`src/rtl/sreg_pkg.sv`:
```
package sreg_pkg;
   localparam int BYTE_W = 8;
   localparam int HALF_W = 16;
   localparam int WIN_W  = 4;

   localparam logic [WIN_W-1:0] OFS_CTL   = 4'h0;
   localparam logic [WIN_W-1:0] OFS_IMODE = 4'h4;
   localparam logic [WIN_W-1:0] OFS_TXB   = 4'h8;
   localparam logic [WIN_W-1:0] OFS_RXB   = 4'h9;
   localparam logic [WIN_W-1:0] OFS_STAT  = 4'hC;
   localparam logic [WIN_W-1:0] OFS_TIM   = 4'hD;

   localparam int RDY_BIT = 4;

   typedef enum logic [2:0] {
      REG_NONE,
      REG_CTL,
      REG_IMODE,
      REG_TXB,
      REG_RXB,
      REG_STAT,
      REG_TIM
   } reg_e;
endpackage

```
`src/rtl/sreg_decode.sv`:
```
module sreg_decode
   import sreg_pkg::*;
#(
   parameter int NUM_CH = 3,
   parameter logic [HALF_W-1:0] CTL_RO_LAST   = 16'h0C04,
   parameter logic [BYTE_W-1:0] IMODE_RO_LAST = 8'hCA,
   parameter logic [BYTE_W-1:0] IMODE_RO_STD  = 8'h4A,
   localparam int CH_W   = (NUM_CH > 1) ? $clog2(NUM_CH) : 1,
   localparam int ADDR_W = WIN_W + CH_W
) (
   input  logic              req,
   input  logic [ADDR_W-1:0] addr,
   input  logic              we,
   input  logic              half,
   input  logic [HALF_W-1:0] wdata,
   output logic              ok,
   output logic              bad,
   output logic [CH_W-1:0]   ch,
   output reg_e              kind
);
   logic [WIN_W-1:0]  ofs;
   logic              in_range;
   logic              last;
   logic              legal;
   logic [BYTE_W-1:0] imask;

   always_comb begin
      ch       = addr[ADDR_W-1:WIN_W];
      ofs      = addr[WIN_W-1:0];
      in_range = (ch <= CH_W'(NUM_CH - 1));
      last     = (ch == CH_W'(NUM_CH - 1));
      imask    = last ? IMODE_RO_LAST : IMODE_RO_STD;
      kind     = REG_NONE;
      legal    = 1'b0;
      if (in_range) begin
         case (ofs)
            OFS_CTL: begin
               kind  = REG_CTL;
               legal = half && !(we && last && |(wdata & CTL_RO_LAST));
            end
            OFS_IMODE: begin
               kind  = REG_IMODE;
               legal = !half && !(we && |(wdata[BYTE_W-1:0] & imask));
            end
            OFS_TXB: begin
               kind  = REG_TXB;
               legal = !half;
            end
            OFS_RXB: begin
               kind  = REG_RXB;
               legal = !half && !we;
            end
            OFS_STAT: begin
               kind  = REG_STAT;
               legal = !we && (!half || !last);
            end
            OFS_TIM: begin
               if (last) begin
                  kind  = REG_TIM;
                  legal = !half;
               end
            end
            default: begin
               kind  = REG_NONE;
               legal = 1'b0;
            end
         endcase
      end
      ok  = req && legal;
      bad = req && !legal;
   end
endmodule

```
`src/rtl/sreg_channel.sv`:
```
module sreg_channel
   import sreg_pkg::*;
(
   input  logic              clk,
   input  logic              rst_n,
   input  logic              ctl_wr,
   input  logic              imode_wr,
   input  logic              txb_wr,
   input  logic              rxb_rd,
   input  logic [HALF_W-1:0] wdata,
   input  logic              rx_valid,
   input  logic [BYTE_W-1:0] rx_byte,
   output logic [HALF_W-1:0] ctl_q,
   output logic [BYTE_W-1:0] imode_q,
   output logic [BYTE_W-1:0] txb_q,
   output logic [BYTE_W-1:0] rxb_q,
   output logic              rdy_q,
   output logic              tx_send,
   output logic              rx_evt
);
   always_ff @(posedge clk) begin
      if (!rst_n) begin
         ctl_q   <= '0;
         imode_q <= '0;
         txb_q   <= '0;
         rxb_q   <= '0;
         rdy_q   <= 1'b0;
         tx_send <= 1'b0;
         rx_evt  <= 1'b0;
      end else begin
         if (ctl_wr)   ctl_q   <= wdata;
         if (imode_wr) imode_q <= wdata[BYTE_W-1:0];
         if (txb_wr)   txb_q   <= wdata[BYTE_W-1:0];
         tx_send <= txb_wr;
         rx_evt  <= rx_valid;
         if (rx_valid) begin
            rxb_q <= rx_byte;
            rdy_q <= 1'b1;
         end else if (rxb_rd) begin
            rdy_q <= 1'b0;
         end
      end
   end
endmodule

```
`src/rtl/sreg_front.sv`:
```
module sreg_front
   import sreg_pkg::*;
#(
   parameter int NUM_CH = 3,
   parameter logic [HALF_W-1:0] CTL_RO_LAST   = 16'h0C04,
   parameter logic [BYTE_W-1:0] IMODE_RO_LAST = 8'hCA,
   parameter logic [BYTE_W-1:0] IMODE_RO_STD  = 8'h4A,
   localparam int CH_W   = (NUM_CH > 1) ? $clog2(NUM_CH) : 1,
   localparam int ADDR_W = WIN_W + CH_W
) (
   input  logic                     clk,
   input  logic                     rst_n,
   input  logic                     bus_req,
   input  logic [ADDR_W-1:0]        bus_addr,
   input  logic                     bus_we,
   input  logic                     bus_half,
   input  logic [HALF_W-1:0]        bus_wdata,
   output logic [HALF_W-1:0]        bus_rdata,
   output logic                     bus_err,
   input  logic [BYTE_W*NUM_CH-1:0] rx_byte,
   input  logic [NUM_CH-1:0]        rx_valid,
   output logic [BYTE_W*NUM_CH-1:0] tx_byte,
   output logic [NUM_CH-1:0]        tx_send,
   output logic [NUM_CH-1:0]        rx_event
);
   generate
      if (NUM_CH < 1 || NUM_CH > 16) begin : g_bad_count
         $error("sreg_front: NUM_CH must lie in 1..16");
      end
   endgenerate

   logic            acc_ok;
   logic            acc_bad;
   logic [CH_W-1:0] acc_ch;
   reg_e            acc_kind;

   sreg_decode #(
      .NUM_CH(NUM_CH),
      .CTL_RO_LAST(CTL_RO_LAST),
      .IMODE_RO_LAST(IMODE_RO_LAST),
      .IMODE_RO_STD(IMODE_RO_STD)
   ) u_dec (
      .req(bus_req),
      .addr(bus_addr),
      .we(bus_we),
      .half(bus_half),
      .wdata(bus_wdata),
      .ok(acc_ok),
      .bad(acc_bad),
      .ch(acc_ch),
      .kind(acc_kind)
   );

   logic [HALF_W-1:0] ctl_a   [NUM_CH];
   logic [BYTE_W-1:0] imode_a [NUM_CH];
   logic [BYTE_W-1:0] txb_a   [NUM_CH];
   logic [BYTE_W-1:0] rxb_a   [NUM_CH];
   logic              rdy_a   [NUM_CH];

   generate
      for (genvar i = 0; i < NUM_CH; i++) begin : g_ch
         logic hit;
         assign hit = acc_ok && (acc_ch == CH_W'(i));

         sreg_channel u_ch (
            .clk(clk),
            .rst_n(rst_n),
            .ctl_wr(hit && bus_we && acc_kind == REG_CTL),
            .imode_wr(hit && bus_we && acc_kind == REG_IMODE),
            .txb_wr(hit && bus_we && acc_kind == REG_TXB),
            .rxb_rd(hit && !bus_we && acc_kind == REG_RXB),
            .wdata(bus_wdata),
            .rx_valid(rx_valid[i]),
            .rx_byte(rx_byte[i*BYTE_W +: BYTE_W]),
            .ctl_q(ctl_a[i]),
            .imode_q(imode_a[i]),
            .txb_q(txb_a[i]),
            .rxb_q(rxb_a[i]),
            .rdy_q(rdy_a[i]),
            .tx_send(tx_send[i]),
            .rx_evt(rx_event[i])
         );

         assign tx_byte[i*BYTE_W +: BYTE_W] = txb_a[i];
      end
   endgenerate

   logic [BYTE_W-1:0] tim_q;
   always_ff @(posedge clk) begin
      if (!rst_n) tim_q <= '0;
      else if (acc_ok && bus_we && acc_kind == REG_TIM) tim_q <= bus_wdata[BYTE_W-1:0];
   end

   logic [HALF_W-1:0] rd_val;
   always_comb begin
      rd_val = '0;
      for (int i = 0; i < NUM_CH; i++) begin
         if (acc_ch == CH_W'(i)) begin
            case (acc_kind)
               REG_CTL:   rd_val = ctl_a[i];
               REG_IMODE: rd_val = HALF_W'(imode_a[i]);
               REG_TXB:   rd_val = HALF_W'(txb_a[i]);
               REG_RXB:   rd_val = HALF_W'(rxb_a[i]);
               REG_STAT:  rd_val = HALF_W'(rdy_a[i]) << RDY_BIT;
               REG_TIM:   rd_val = HALF_W'(tim_q);
               default:   rd_val = '0;
            endcase
         end
      end
   end

   always_ff @(posedge clk) begin
      if (!rst_n) begin
         bus_rdata <= '0;
         bus_err   <= 1'b0;
      end else begin
         bus_rdata <= (acc_ok && !bus_we) ? rd_val : '0;
         bus_err   <= acc_bad;
      end
   end
endmodule

```
`config.mk`:
```
export PLATFORM = sky130hd
export DESIGN_NAME = sreg_front
export DESIGN_NICKNAME = d
export VERILOG_FILES = /design/src/rtl/sreg_pkg.sv /design/src/rtl/sreg_decode.sv /design/src/rtl/sreg_channel.sv /design/src/rtl/sreg_front.sv
export SDC_FILE = /design/constraint.sdc
export NUM_CORES = 1
export LEC_CHECK = 0
export BUFFER_PORTS_ARGS = -buffer_cell sky130_fd_sc_hd__clkbuf_2
export CAP_MARGIN = 20
export CORE_MARGIN = 2
export CORE_UTILIZATION = 51
export CTS_CLUSTER_SIZE = 20
export DETAILED_ROUTE_END_ITERATION = 10
export PLACE_DENSITY = 0.76
export SYNTH_ARGS = -nofsm -noshare
export SYNTH_HDL_FRONTEND = slang
export SYNTH_SLANG_ARGS = --single-unit
```
`constraint.sdc`:
```
create_clock -name clk -period 1.9 [get_ports clk]
set_clock_uncertainty 0.2 [all_clocks]
set_input_delay 0.095 -clock clk [delete_from_list [all_inputs] [get_ports clk]]
set_output_delay 0.095 -clock clk [all_outputs]
set_load 0.02 [all_outputs]
```
Yosys cells after proc, flatten, opt, wreduce, memory -nomap -nowiden. Index checks and enable logic that the tools add are counted.

Flip-flop bits (word level): 154. Output and inout port bits: 47. Logic and storage cells: 106.

Magnitude comparators: 1. Equal/unequal tests: 13. Multiplexer cells: 19. Bitwise gates (word level): 1. Reduce and logical (&&, ||, !) cells: 48.

Operators by type and width (number): case mux 16 bit (6 select lines) (3); two-way mux 16 bit (3); logical AND 1 bit (33); case mux 3 bit (6 select lines) (1); == test 4 bit (second input constant) (4); == test 3 bit (second input constant) (3); bitwise AND 8 bit (1); two-way mux 1 bit (8); two-way mux 8 bit (1); OR reduction 8 bit (1); == test 3 x 2 -> 1 bit (second input constant) (2); zero test 1 bit (6); two-way mux 3 bit (2); case mux 1 bit (6 select lines) (1); nonzero test 2 bit (3); == test 4 x 3 -> 1 bit (second input constant) (1); zero test 4 bit (1); == test 3 x 1 -> 1 bit (second input constant) (1); OR reduction 3 bit (1); == test 2 x 1 -> 1 bit (second input constant) (1); == test 2 bit (second input constant) (1); less-or-equal comparator 2 bit (second input constant) (1); zero test 2 bit (1); AND reduction 2 bit (1); logical OR 1 bit (1).

Depth between registers and ports, before layout. Gate-level depths: netlist (run 1).

Depth after elaboration: 15. Mapped depth: 9. Depth with buffers taken out: 6.

By module. Synthesis (run 1) repeated with hierarchy kept, for this count alone.

Cell total of the unflattened synthesis: 733. Area total of the unflattened synthesis: 7397.1 µm².

By module, submodules not included: sreg_channel (times used 3, cells each 136, area an instance 1604.0 µm²); sreg_front (times used 1, cells each 282, area an instance 2308.5 µm²); sreg_decode (times used 1, cells each 43, area an instance 276.5 µm²).

Worst setup path before layout (run 1). Ideal clock, no wire load.

Path kind: input port to flip-flop. Start: in bus_addr[1]. End: reg g_ch[0].u_ch.ctl_q[0]. Data arrival time: 1.750 ns. Data required time: 1.628 ns. Setup slack: -0.122 ns. Stages on the path: 9. Path buffers: 3. Path through: buf_4 -> nor4bb_1 -> nor3b_1 -> a2111o_2 -> a21o_4 -> and3_1 -> buf_6 -> buf_8 -> mux2i_1.

Word-level cells in the longest chain between the ends: 7. Elaborated cells on any way between the ends: 15. Those cells by class: eq/ne (6); mux (4); reduce/logical (5).

Ends and longest elaborated chain: from (decl) (RTL line sreg_front.sv:14) `input logic [ADDR_W-1:0] bus_addr,`; == test 4 bit, or another cell as far along (RTL line sreg_decode.sv:36) `case (ofs)`; case mux 1 bit (6 select lines) (RTL line sreg_decode.sv:36); two-way mux 1 bit (RTL line sreg_decode.sv:35) `if (in_range) begin`; logical AND 1 bit (RTL line sreg_decode.sv:69) `ok = req && legal;`; logical AND 1 bit (RTL line sreg_front.sv:63) `assign hit = acc_ok && (acc_ch == CH_W'(i));`; logical AND 1 bit (RTL line sreg_front.sv:68) `.ctl_wr(hit && bus_we && acc_kind == REG_CTL),`; logical AND 1 bit * (RTL line sreg_front.sv:68); to (signal assigned) (RTL line sreg_channel.sv:31) `if (ctl_wr) ctl_q <= wdata;`; to (decl) (RTL line sreg_channel.sv:13) `output logic [HALF_W-1:0] ctl_q,`.

Mark *: on every way between the ends. The rest lies on a longest branch, timed or not. A chain may end at the register's enable or synchronous reset.

Final worst setup path (run 1).
Start: in bus_addr[2]. End: reg g_ch[0].u_ch.imode_q[7].

Word-level cells in the longest chain between the ends: 7. Elaborated cells on any way between the ends: 15. Those cells by class: eq/ne (6); mux (4); reduce/logical (5).

Ends and longest elaborated chain: == test 4 bit, or another cell as far along (RTL line sreg_decode.sv:36); case mux 1 bit (6 select lines) (RTL line sreg_decode.sv:36); two-way mux 1 bit (RTL line sreg_decode.sv:35); logical AND 1 bit (RTL line sreg_decode.sv:69); logical AND 1 bit (RTL line sreg_front.sv:63); logical AND 1 bit (RTL line sreg_front.sv:69) `.imode_wr(hit && bus_we && acc_kind == REG_IMODE),`; logical AND 1 bit * (RTL line sreg_front.sv:69); to (signal assigned) (RTL line sreg_channel.sv:32) `if (imode_wr) imode_q <= wdata[BYTE_W-1:0];`; to (decl) (RTL line sreg_channel.sv:14) `output logic [BYTE_W-1:0] imode_q,`.

Marked as above.

==> results of run 1 <==
==> kinds of logic (layout without fill, tap and decap cells) <==
family / Yosys count / after routing / synth area share
mux: 124 / 124 / 0.190
flops: 154 / 154 / 0.470
compound gates: 69 / 69 / 0.0819
simple gates: 277 / 277 / 0.206
buf+inv: 61 / 258 / 0.0519
==> cells in the mapped netlist, types with 2 or more instances <==
library cell and count:
nand2b_1 3, nand2_1 133, mux2i_1 123, and3_1 19, nor3_1 4, buf_2 8, nand4_1 2, a32oi_1 2
buf_6 5, a222oi_1 23, a22oi_1 9, dfxtp_1 154, nand3_1 30, buf_8 2, and2_1 3, o21ai_0 3
nor2_1 29, inv_1 4, nor2b_1 41, a21oi_1 19, a2111oi_0 2, clkbuf_1 29, buf_4 11, a31oi_1 4
==> layer usage <==
metal	routed length, um	track usage
met5	7	0
met1	8090	0.375
met2	9590	0.470
met4	554	0.118
met3	1870	0.0686
==> worst paths after layout <==
check / start / endpoint
max reg2reg: g_ch[2].u_ch.txb_q[5]$_SDFFE_PN0P_ / bus_rdata[5]$_SDFF_PN0_
min reg2reg: g_ch[0].u_ch.ctl_q[12]$_SDFFE_PN0P_ / g_ch[0].u_ch.ctl_q[12]$_SDFFE_PN0P_
min: rx_valid[0] / g_ch[0].u_ch.rx_evt$_SDFF_PN0_
max: bus_addr[2] / g_ch[0].u_ch.imode_q[7]$_SDFFE_PN0P_
==> critical path: stages <==
cell and delay [ns]:
clkbuf_2 0.11, nor4b_2 0.16, buf_4 0.15, o211a_1 0.12, a2111o_2 0.42, buf_4 0.15, nand3_1 0.21, buf_12 0.17
mux2i_1 0.23, nor2b_1 0.08
==> registers in the layout, summed over array words and instances (netlist names) <==
register and count:
g_ch.u_ch.rdy_q 3, g_ch.u_ch.rxb_q 24, tim_q 8, bus_err 1, g_ch.u_ch.ctl_q 48, bus_rdata 16
g_ch.u_ch.rx_evt 3, g_ch.u_ch.imode_q 24, g_ch.u_ch.tx_send 3, g_ch.u_ch.txb_q 24
==> power breakdown <==
| part | switching [mW] | internal [mW] | total [mW] |
|---|---|---|---|
| registers | 0.0256 | 3.27 | 3.29 |
| clock network | 1.32 | 2.53 | 3.85 |
| logic | 0.290 | 0.261 | 0.550 |
==> final cells by class <==
cell class                 instances  area (um2)  area share
clock inverter                    11         216      0.0244
tap                              172         215      0.0243
clock buffer                      21         460      0.0520
multi-input combinational        470        3180       0.359
sequential                       154        3080       0.348
inverter                           5        18.8     0.00212
timing repair buffer             221        1680       0.190
==> cells in the final DEF, fill, tap and decap left out, types with 3 or more instances in the layout <==
cell and count:
inv_1 4, mux2i_1 123, nor3_1 3, a31oi_1 4, a21oi_1 18, a22oi_1 9
buf_4 61, clkinvlp_4 3, and3_2 3, and2_1 3, and3_1 15, buf_12 12
o21ai_0 3, dlygate4sd3_1 49, clkbuf_2 99, a222oi_1 23, bufinv_16 6, nand2_1 132
nand3_1 30, dfxtp_1 154, nand2b_1 3, nor2_1 29, nor2b_1 41, clkbuf_16 17
==> per-stage QoR <==
stage	area (um2)	std cells	setup slack, ns	TNS, ns	hold WS (ns)
after floorplan	6590	685	-0.0746	-2.31	0.0595
after global placement	7670	973	-0.338	-19.21	0.152
after detailed placement	7670	973	-0.302	-21.82	0.162
after CTS	8840	1054	0.0900	0	0.00965
after global routing	8850	1054	0.0294	0	0.0354
final	8850	1054	0.114	0	0.0220
==> repair_timing <==
| item | in CTS | in global routing |
|---|---|---|
| hold endpoints to repair | 99 | 0 |
| endpoints found under the setup margin | 0 | 30 |
| hold buffers | 49 | 0 |
| resized for setup | 0 | 6 |
==> summary.txt, run 1 <==
Pins Over Slew Limit - 0
Leak Pwr - 3.79 nW
reg2reg path depth - 5
slew margin rel. - 0.697
WL final - 20.1 mm
Initial DRC Count - 612
Root Buffer - clkbuf_16
vias in the first global route - 5899
CP endpoint kind - flip-flop
Rows - 41
number of synthesized flops with an enable pin - 0
synthesized cell area - 6550 um2
post-layout minimum cycle time - 1.79 ns
critical path peak fanout - 8
fin nets - 923
Power Density - 869 nW/um2
total number of vias - 5927
f_max - 560 MHz
Yosys reg bits - 154
clock-pin slew of the registers on the worst-case setup and hold paths - 0.06 ns
count of final setup violators - 0
Synth top area share - 0.470
Area contributors post-synth - dfxtp_1 (47%), mux2i_1 (19%), nand2_1 (7.6%)
Crit path required time - 2.01 ns
syn nets - 739
layout cells sized above 1 - 0.248
Pre-Repair DR Iteration Count - 10
Final Util - 0.704
# Max-Cap Violations - 0
remaining global-route overflow - 0
number of setup buffers added after CTS - 0
crit path DAT - 1.89 ns
worst slew pin tran - 0.454 ns
RSZ-0062 raised after global routing - false
wire per inst - 19.1 um
CTS Buffer Depth - 2
die height - 117 um
via-per-instance ratio - 5.62
Syn Area/Cell - 9.57 um2
clk_lat worst skew - 0.42 ns
WS Path Type - input pin to flip-flop
Mapped Cells - 685
initial antenna violation count - 1
Core Footprint - 12600 um2
startpoint types - input pin
die area - 13800 um2
routability congestion estimate - 0.942
Max H-tree Level - 4
Final Hold Fails - 0
Synth Warn # - 0
pin count of the biggest net entering global routing - 58
drt drc - 0
Tcrit/Tclk final - 0.940
number of buffers created by CTS - 17
fill cell count - 914
CTS tree - yes
Synth-to-Final Area Change - 35.1%
Hold WC Path Type - input pin to flip-flop
status - finished clean
Overall Global Routing Usage - 0.291
Buffers on Ports - 100
synth unique cells - 47
Die Span X - 117 um
I/O pin cnt - 101
ANT nets after route - 0
post-synthesis sequential area ratio - 0.470
post-synth top area cell - dfxtp_1
asr flop ratio synth - 0
starting density of the core - 0.521
ANT cells - 0
Pwr Total - 7.69 mW
first-pass GRT wire length - 31.3 mm
ys flop type - dfxtp_1
Peak supply drop - 783 uV
Detailed Place HPWL - 13.8 mm
clk sinks - 154
reg2reg setup slack - 0.32 ns
Hold Path Depth - 2
(Power assumes the default switching activity.)
==> run 2: changes to the inputs <==
- CORE_ASPECT_RATIO: default -> 0.6
==> summary.txt, run 2 (synthesized netlist as in run 1, its figures left out) <==
most frequent cells in the layout - dfxtp_1 (154), nand2_1 (132), mux2i_1 (123) (unchanged)
CP peak stage delay - 0.61 ns (was 0.42 ns)
# Max-Cap Violations - 0 (unchanged)
Crit path required time - 2.04 ns (was 2.01 ns)
layout cells sized above 1 - 0.257 (was 0.248)
ANT cells - 0 (unchanged)
count of final setup violators - 0 (unchanged)
total number of vias - 5956 (was 5927)
crit path DAT - 1.98 ns (was 1.89 ns)
first-pass GRT wire length - 31.8 mm (was 31.3 mm)
Cell Chain, Critical Path - clkbuf_2 -> buf_4 -> dlygate4sd3_1 -> nand3_1 -> nor2_1 -> and3_1 -> buf_6 -> mux2i_1 (was clkbuf_2 -> nor4b_2 -> buf_4 -> o211a_1 -> a2111o_2 -> buf_4 -> nand3_1 -> buf_12 -> mux2i_1 -> nor2b_1)
Pins Over Slew Limit - 0 (unchanged)
initial antenna violation count - 0 (was 1)
Tcrit/Tclk final - 0.970 (was 0.940)
number of setup buffers added after CTS - 0 (unchanged)
DP Cell Count - 974 (was 973)
Leak Pwr - 3.75 nW (was 3.79 nW)
Hold Path Depth - 2 (unchanged)
WL final - 20.8 mm (was 20.1 mm)
clk_lat worst skew - 0.43 ns (was 0.42 ns)
remaining global-route overflow - 0 (unchanged)
reg2reg path depth - 5 (unchanged)
Worst R2R Start - g_ch[2].u_ch.txb_q[5]$_SDFFE_PN0P_ (unchanged)
max reg flops - 48 (unchanged)
commonest non-fill, non-tap cell in the layout - dfxtp_1 (unchanged)
Root Buffer - clkbuf_16 (unchanged)
Pre-Repair DR Iteration Count - 7 (was 10)
pre-CTS setup slack - -0.439 ns (was -0.302 ns)
vias in the first global route - 5895 (was 5899)
via-per-instance ratio - 5.68 (was 5.62)
Overall Global Routing Usage - 0.306 (was 0.291)
CP bufs+invs - 4 (unchanged)
Biggest register - g_ch.u_ch.ctl_q (unchanged)
Hold WC Path Type - input pin to flip-flop (unchanged)
CP delay by family, top - buffers and inverters (unchanged)
Final WS setup - 0.0561 ns (was 0.114 ns)
f_max - 542 MHz (was 560 MHz)
ANT nets after route - 0 (unchanged)
Max H-tree Level - 4 (unchanged)
CP endpoint kind - flip-flop (unchanged)
Synth-to-Final Area Change - 33.3% (was 35.1%)
Initial DRC Count - 700 (was 612)
I/O pin cnt - 101 (unchanged)
starting density of the core - 0.516 (was 0.521)
startpoint types - input pin (unchanged)
die area - 13800 um2 (about the same)
worst slew pin tran - 0.661 ns (was 0.454 ns)
Hold WS - 0.0359 ns (was 0.0220 ns)
drt drc - 0 (unchanged)
number of buffers created by CTS - 17 (unchanged)
fin nets - 919 (was 923)
critical path peak fanout - 8 (unchanged)
Detailed Place HPWL - 14.7 mm (was 13.8 mm)
CTS Buffer Depth - 2 (unchanged)
Die Span X - 150 um (was 117 um)
reg2reg setup slack - 0.28 ns (was 0.32 ns)
Core Footprint - 12700 um2 (was 12600 um2)
post-layout minimum cycle time - 1.84 ns (was 1.79 ns)
Power Density - 837 nW/um2 (was 869 nW/um2)
hold path startpoint - rx_valid[0] (unchanged)
slew margin rel. - 0.558 (was 0.697)
wire per inst - 19.8 um (was 19.1 um)
status - finished clean (unchanged)
setup TNS - 0 ns (unchanged)
routability congestion estimate - 0.943 (was 0.942)
CTS tree - yes (unchanged)
Buffers on Ports - 100 (unchanged)
cell count along the critical path - 8 (was 10)
Final Hold Fails - 0 (unchanged)
WS Path Type - input pin to flip-flop (unchanged)
clock-pin slew of the registers on the worst-case setup and hold paths - 0.07 ns (was 0.06 ns)
clk sinks - 154 (unchanged)
Slowest cell on crit path - dlygate4sd3_1 (was a2111o_2)
post-route insts no fill - 1048 (was 1054)
Rows - 32 (was 41)
pin count of the biggest net entering global routing - 53 (was 58)
die height - 91.8 um (was 117 um)
RSZ-0062 raised after global routing - true (was false)
Peak supply drop - 612 uV (was 783 uV)
Setup crit start - bus_we (was bus_addr[2])
## run 2: cell count changes in the layout (fill, tap and decap cells not counted), moves of 2 or more
cell | before | now
buf_4 | 61 | 63
buf_6 | 0 | 2
bufinv_16 | 6 | 2
clkbuf_1 | 2 | 0
dlygate4sd3_1 | 49 | 42
inv_6 | 0 | 4
inv_8 | 0 | 2
## run 2: cell type report
class | instances | area [um2]
fillers | 952 | 3960
multi-input cells | 470 | 3190
flip-flops and latches | 154 | 3080
repair buffers | 217 | 1630
clock buffers | 18 | 439
well taps | 170 | 213
clock inverters | 14 | 163
inverters | 5 | 18.8
## run 2: final timing paths
path | end
setup / recovery | g_ch[1].u_ch.ctl_q[14]$_SDFFE_PN0P_
hold / removal | g_ch[0].u_ch.rx_evt$_SDFF_PN0_
setup reg to reg | bus_rdata[5]$_SDFF_PN0_
hold reg to reg | g_ch[0].u_ch.ctl_q[11]$_SDFFE_PN0P_
## run 2: stage by stage
stage | cell area (um2) | power [mW] | util
after floorplan | 6590 | 3.61 | -
after global placement | 7680 | 3.81 | 0.605
after detailed placement | 7680 | 3.83 | 0.605
after CTS | 8700 | 7.30 | 0.686
after global routing | 8740 | 7.50 | 0.688
final | 8740 | 7.31 | 0.688
## run 2: power by group
group / switching, mW / leakage [nW] / internal, mW
registers: 0.0224 / 1.25 / 3.27
clock network: 1.47 / 0.288 / 2.00
logic: 0.298 / 2.21 / 0.253
## run 2: metal layers
metal | vias to the layer above | part of all wire | global-route usage
met5 | - | 0 | 0
met4 | 0 | 0.014 | 0.0912
met3 | 30 | 0.11 | 0.0900
met2 | 333 | 0.44 | 0.464
met1 | 2827 | 0.43 | 0.421
li1 | 2766 | - | -
## run 2: worst register-to-register path, delay by kind of cell, from the launching register on
| kind | cells | cell delay (ns) |
|---|---|---|
| compound gates | 3 | 0.70 |
| buf+inv | 1 | 0.19 |
| flops | 1 | 0.34 |
| simple gates | 1 | 0.08 |
## run 2: timing repair
action / CTS / global route
endpoints found under the hold margin: 79 / 0
gates resized for setup: 2 / 8
setup endpoints to repair: 6 / 19
hold buffers: 42 / 0
